### src/rtl/wdt_guard_pkg.sv
// Package wdt_guard_pkg
// Holds the constants shared by the watchdog modules.
// Assumes the select field is narrow enough that 2^SEL_W-1 prescaler bits stay small.
package wdt_guard_pkg;
    localparam int SEL_W_DEF = 3;
    localparam int CNT_W_DEF = 8;

    // Number of prescaler bits that a select of width w needs.
    function automatic int pre_bits(input int w);
        return (1 << w) - 1;
    endfunction
endpackage

### src/rtl/wdt_tick_src.sv
// Module wdt_tick_src
// Picks the tick source for the watchdog. The system-clock enable is
// masked during halt because the system clock is stopped there.
// Assumes both enables are one-cycle qualifiers in the clk domain.
module wdt_tick_src (
    input  logic src_sel,
    input  logic osc_tick,
    input  logic sys_tick,
    input  logic halted,
    output logic tick
);
    // Source multiplexer with the halt mask on the system path.
    always_comb begin
        if (src_sel) tick = osc_tick;
        else         tick = sys_tick & ~halted;
    end
endmodule

### src/rtl/wdt_prescaler.sv
// Module wdt_prescaler
// A free-running binary prescaler that advances on each tick. It gives a
// stage strobe when the low div_sel bits are all ones, which divides the
// tick rate by 2^div_sel. Changing div_sel does not clear it.
// Assumes clr takes priority over tick.
module wdt_prescaler #(
    parameter int SEL_W = wdt_guard_pkg::SEL_W_DEF
) (
    input  logic             clk,
    input  logic             rst_n,
    input  logic             clr,
    input  logic             tick,
    input  logic [SEL_W-1:0] div_sel,
    output logic             stage
);
    localparam int PRE_W = wdt_guard_pkg::pre_bits(SEL_W);

    logic [PRE_W-1:0] pre_cnt;
    logic [PRE_W-1:0] low_mask;
    logic [PRE_W-1:0] covered;

    // One mask bit per prescaler stage, set when the stage lies below the select.
    genvar g;
    generate
        for (g = 0; g < PRE_W; g++) begin : g_mask
            assign low_mask[g] = (g < int'(div_sel));
            assign covered[g]  = pre_cnt[g] | ~low_mask[g];
        end
    endgenerate

    // The stage strobe fires when all selected low bits are ones.
    assign stage = tick & (&covered);

    // Prescaler register: cleared by reset or clear, counts up on each tick.
    always_ff @(posedge clk) begin
        if (!rst_n || clr) pre_cnt <= '0;
        else if (tick)     pre_cnt <= pre_cnt + 1'b1;
    end

    AST_PRE_CLR:  assert property (@(posedge clk) disable iff (!rst_n)
                      clr |=> (pre_cnt == '0));
    AST_PRE_HOLD: assert property (@(posedge clk) disable iff (!rst_n)
                      (!clr && !tick) |=> $stable(pre_cnt));
    AST_PRE_SEL:  assert property (@(posedge clk) disable iff (!rst_n)
                      (tick && div_sel == '0) |-> stage);
endmodule

### src/rtl/wdt_main_count.sv
// Module wdt_main_count
// The main watchdog counter. It advances on each prescaler strobe and flags
// an overflow on the strobe that finds it full, then wraps to zero.
// Assumes clr suppresses the overflow in the same cycle.
module wdt_main_count #(
    parameter int CNT_W = wdt_guard_pkg::CNT_W_DEF
) (
    input  logic             clk,
    input  logic             rst_n,
    input  logic             clr,
    input  logic             step,
    output logic             ovf,
    output logic [CNT_W-1:0] count
);
    localparam logic [CNT_W-1:0] CNT_MAX = {CNT_W{1'b1}};

    // Overflow qualifier: a strobe on a full counter, unless a clear is present.
    assign ovf = step & (count == CNT_MAX) & ~clr;

    // Counter register; the natural wrap returns it to zero after the maximum.
    always_ff @(posedge clk) begin
        if (!rst_n || clr) count <= '0;
        else if (step)     count <= count + 1'b1;
    end

    AST_CNT_CLR:  assert property (@(posedge clk) disable iff (!rst_n)
                      clr |=> (count == '0));
    AST_CNT_WRAP: assert property (@(posedge clk) disable iff (!rst_n)
                      ovf |=> (count == '0));
    AST_CNT_HOLD: assert property (@(posedge clk) disable iff (!rst_n)
                      (!clr && !step) |=> $stable(count));
endmodule

### src/rtl/wdt_req_gen.sv
// Module wdt_req_gen
// Turns an overflow into registered one-cycle requests. Running gives a full
// reset request, halted gives a warm reset request, and both raise timeout.
// Assumes halted is stable across the overflow cycle.
module wdt_req_gen (
    input  logic clk,
    input  logic rst_n,
    input  logic clr,
    input  logic ovf,
    input  logic halted,
    output logic full_rst_req,
    output logic warm_rst_req,
    output logic timeout_pulse
);
    // Output registers, one pulse per overflow, split by the halt state.
    always_ff @(posedge clk) begin
        if (!rst_n) begin
            full_rst_req  <= 1'b0;
            warm_rst_req  <= 1'b0;
            timeout_pulse <= 1'b0;
        end else begin
            full_rst_req  <= ovf & ~halted;
            warm_rst_req  <= ovf & halted;
            timeout_pulse <= ovf;
        end
    end

    AST_REQ_EXCL:  assert property (@(posedge clk) disable iff (!rst_n)
                       !(full_rst_req && warm_rst_req));
    AST_FULL_ONE:  assert property (@(posedge clk) disable iff (!rst_n)
                       full_rst_req |=> !full_rst_req);
    AST_WARM_ONE:  assert property (@(posedge clk) disable iff (!rst_n)
                       warm_rst_req |=> !warm_rst_req);
    AST_CLR_WINS:  assert property (@(posedge clk) disable iff (!rst_n)
                       clr |=> !timeout_pulse);
    AST_TMO_PAIR:  assert property (@(posedge clk) disable iff (!rst_n)
                       timeout_pulse |-> (full_rst_req || warm_rst_req));
endmodule

### src/rtl/wdt_guard.sv
// Module wdt_guard (top)
// The watchdog: a source select, a power-of-two prescaler, the main counter
// and the request generator. The clear command and halt entry both clear it.
// Assumes all strobes are synchronous to clk and rst_n is synchronous active-low.
module wdt_guard #(
    parameter int SEL_W = wdt_guard_pkg::SEL_W_DEF,
    parameter int CNT_W = wdt_guard_pkg::CNT_W_DEF
) (
    input  logic             clk,
    input  logic             rst_n,
    input  logic             osc_tick,
    input  logic             sys_tick,
    input  logic             src_sel,
    input  logic [SEL_W-1:0] div_sel,
    input  logic             clr_cmd,
    input  logic             halt_enter,
    input  logic             halted,
    output logic             full_rst_req,
    output logic             warm_rst_req,
    output logic             timeout_pulse
);
    logic             tick;
    logic             stage;
    logic             ovf;
    logic             clr;
    logic [CNT_W-1:0] count;

    // Combined clear: a software command or entry into halt.
    assign clr = clr_cmd | halt_enter;

    wdt_tick_src u_src (
        .src_sel (src_sel),
        .osc_tick(osc_tick),
        .sys_tick(sys_tick),
        .halted  (halted),
        .tick    (tick)
    );

    wdt_prescaler #(.SEL_W(SEL_W)) u_pre (
        .clk    (clk),
        .rst_n  (rst_n),
        .clr    (clr),
        .tick   (tick),
        .div_sel(div_sel),
        .stage  (stage)
    );

    wdt_main_count #(.CNT_W(CNT_W)) u_cnt (
        .clk  (clk),
        .rst_n(rst_n),
        .clr  (clr),
        .step (stage),
        .ovf  (ovf),
        .count(count)
    );

    wdt_req_gen u_req (
        .clk          (clk),
        .rst_n        (rst_n),
        .clr          (clr),
        .ovf          (ovf),
        .halted       (halted),
        .full_rst_req (full_rst_req),
        .warm_rst_req (warm_rst_req),
        .timeout_pulse(timeout_pulse)
    );

    AST_SYS_FREEZE: assert property (@(posedge clk) disable iff (!rst_n)
                        (!src_sel && halted && !clr) |=> $stable(count));
    AST_RST_QUIET:  assert property (@(posedge clk)
                        !rst_n |=> !(full_rst_req || warm_rst_req || timeout_pulse));
endmodule

### config.mk
export PLATFORM = sky130hd
export DESIGN_NAME = wdt_guard
export DESIGN_NICKNAME = d
export VERILOG_FILES = /design/src/rtl/wdt_guard_pkg.sv /design/src/rtl/wdt_tick_src.sv /design/src/rtl/wdt_prescaler.sv /design/src/rtl/wdt_main_count.sv /design/src/rtl/wdt_req_gen.sv /design/src/rtl/wdt_guard.sv
export SDC_FILE = /design/constraint.sdc
export NUM_CORES = 1
export LEC_CHECK = 0
export BUFFER_PORTS_ARGS = -buffer_cell sky130_fd_sc_hd__buf_2
export CORE_AREA = 2 2 45 47
export CTS_CLUSTER_DIAMETER = 80
export DETAILED_ROUTE_END_ITERATION = 10
export DIE_AREA = 0 0 47 49
export PLACE_DENSITY_LB_ADDON = 0.08
export SYNTH_ARGS = -nofsm -noshare
export SYNTH_HDL_FRONTEND = slang
export SYNTH_SLANG_ARGS = --single-unit
### constraint.sdc
create_clock -name clk -period 1.6 [get_ports clk]
set_input_delay 0.32 -clock clk [delete_from_list [all_inputs] [get_ports clk]]
set_output_delay 0.32 -clock clk [all_outputs]
set_load 0.02 [all_outputs]
==> run metrics <==
via/cell ratio=5.05; sequential fraction of the synthesis area=0.426; status=finished clean; met2 Resource Use GR=0.269; Period minus WS final=1570 ps; Overall Global Routing Usage=0.164; Initial Util=0.459; Distinct cells, synth=32; fin. max-slew vios=0; DPL Wire Length=1250 microns; hold slack final=297 ps; DRT Pass-1 Iters=7; # nets final=140; synthesized area=846 sq um; Int Pwr=0.617 mW; CP cell instances=nand4_1, a2bb2oi_2, nand4_2, or4_4, a21oi_2; biggest area consumer among synthesized cells=dfxtp_1; final std cells w/o fill=153; Max FO, Critical Path=3; Flop pwr share=0.570; Synth area leaders=dfxtp_1 (43%), xor2_1 (5.2%), nand2_1 (4.0%); pwr/cell area=723 nW/um^2; share of cells above drive strength 1=0.333; Syn. warnings=0; crit-path max cell delay=560 ps; fin crit share=0.980; Post-Synthesis Mean Instance Area=8.63 sq um; Leak=0.439 nW; Clock Power Share=0.356; RePlAce Congestion=0.793; Synth-to-Final Area Change=29.0%; core box area=1840 sq um; Antenna Nets Post-Route=0; #FFs+latches synth=18; clk buf depth=2; Worst slew margin=0.816; met1 usage=0.191; TritonCTS buffer count=3; Comb power frac=0.074; placed insts=146; antenna violations before repair=0; worst vdd ir=416 uV; diode count=0; clk_lat worst skew=290 ps; hold-fix buffers at CTS=0; largest net degree at the start of global routing=14; CTS Root Cell=clkbuf_4; Layout Skew=4.57 ps; Worst Path Class, Setup=reg -> reg; Die Span X=47 microns; DIE HEIGHT=49 microns; top cell type's share of synthesized area=0.426; first-pass GRT wire length=2750 microns; final setup fails=0; Final Power=0.789 mW; most frequent cells in the layout=buf_2 (13), buf_4 (13), dfxtp_1 (13); IO buf count=13; actual slew at the worst max-slew pin=274 ps; row cnt=16; Net Sw Power=0.172 mW; die area=2300 sq um; DR WL/cell=10.8 microns; Fill cells=195; CTS tree=built; design area=1090 sq um; vias in the first global route=663; maxcap violations=0; startpoint types=register; initial DRC count=13; final hold violations=0; post-synthesis cell count=98; total grt overflow=0; layer with the highest usage=met2; DRC=0; worst path arrival time=1800 ps; H-tree lvl count=1; Ports=14; CP Capture Type=register; GRT met3 Usage=0.0444; placed cell area=1010 sq um; Crit-path slowest cell=or4_4; Max Clk Rate=638 MHz; switching share of power=0.218; via count=773; clk sinks=18; HP Class=in -> reg; DRT Wirelength=1650 microns; Worst-path clk slew=110 ps; critical path required time=1830 ps; Syn Nets=111; RSZ-0062 raised after global routing=true
==> state kept, by name, summed over array words and instances, names as in the netlist <==
| signal | cells |
|---|---|
| u_cnt.count | 8 |
| u_req.full_rst_req | 1 |
| u_pre.pre_cnt | 7 |
| u_req.warm_rst_req | 1 |
| u_req.timeout_pulse | 1 |
==> layout make-up <==
type,instances,area [sq um],share of cell area
Tap cell,27,33.8,0.0310
Timing Repair Buffer,27,174,0.159
Clock buffer,4,36.3,0.0333
Sequential cell,18,367,0.336
Multi-Input combinational cell,75,473,0.433
Inverter,2,7.51,0.00688
==> worst max-delay path, delay by kind of cell (launching register included) <==
family             cells  cell delay [ps]
AOI/OAI and AO/OA      2              310
DFF                    1              350
and+or+nand+nor        3              860
==> routing by layer <==
| layer | routed length [microns] | part of all wire |
|---|---|---|
| met1 | 741 | 0.45 |
| met4 | 0 | 0 |
| met3 | 26 | 0.016 |
| met5 | 0 | 0 |
| met2 | 885 | 0.54 |
==> per-stage QoR <==
| stage | TNS (ps) | utilization | worst slack, ps |
|---|---|---|---|
| final | 0 | 0.592 | 32.6 |
| after detailed placement | -498 | 0.551 | -102 |
| after global placement | -313 | 0.551 | -65.1 |
| after global routing | -54.4 | 0.592 | -34.5 |
| after floorplan | 0 | - | 56.8 |
| after CTS | 0 | 0.571 | 3.11 |
==> synth_stat cells (all sizes together) <==
master / instances
clkbuf: 2
or3: 4
a2bb2oi: 1
and2: 3
o211ai: 1
nor2b: 2
o21ai: 7
or4: 2
xnor2: 1
nor3b: 2
nor4: 1
and4: 1
nand2: 9
buf: 1
mux2i: 1
a21boi: 1
nand2b: 1
nand4: 6
nor2: 9
xor2: 5
inv: 2
or2: 1
a21oi: 5
nand3: 6
and3: 2
ha: 2
a21o: 1
o31ai: 1
dfxtp: 18
==> path summary, 6_finish.rpt <==
| path | from | end | slack (ps) | cells after the start |
|---|---|---|---|---|
| hold reg to reg | u_cnt.count[4]$_SDFFE_PP0P_ | u_cnt.count[4]$_SDFFE_PP0P_ | 490 | 2 |
| setup / recovery | u_pre.pre_cnt[2]$_SDFFE_PP0P_ | u_cnt.count[7]$_SDFFE_PP0P_ | 30 | 5 |
| setup reg to reg | u_pre.pre_cnt[2]$_SDFFE_PP0P_ | u_cnt.count[7]$_SDFFE_PP0P_ | 30 | 5 |
| hold / removal | halted | u_req.full_rst_req$_SDFF_PN0_ | 300 | 3 |
==> timing repair <==
item                       4_1_cts  5_1_grt
setup buffers                    0        3
gates resized for setup          1        8
pin swaps                        0        5
setup endpoints to repair        1        8
==> cells by family (layout without fill, tap and decap cells) <==
group           after synthesis  in the layout  share of synthesized area
mux                           1              1                     0.0118
buf+inv                       5             33                     0.0237
simple gates                 49             49                      0.322
fa+ha+maj                     2              2                     0.0296
flops                        18             18                      0.426
xor+xnor                      6              6                     0.0621
compound gates               17             17                      0.124
==> power groups by stage <==
| stage | Clock, mW | Sequential (mW) | Combinational [mW] |
|---|---|---|---|
| floorplan | 0 | 0.460 | 0.0287 |
| global placement | 0 | 0.460 | 0.0539 |
| detailed placement | 0 | 0.460 | 0.0557 |
| CTS | 0.286 | 0.450 | 0.0559 |
| global route | 0.306 | 0.450 | 0.0643 |
| finish | 0.281 | 0.449 | 0.0582 |
Note: power is estimated with default switching activity, not from simulation.
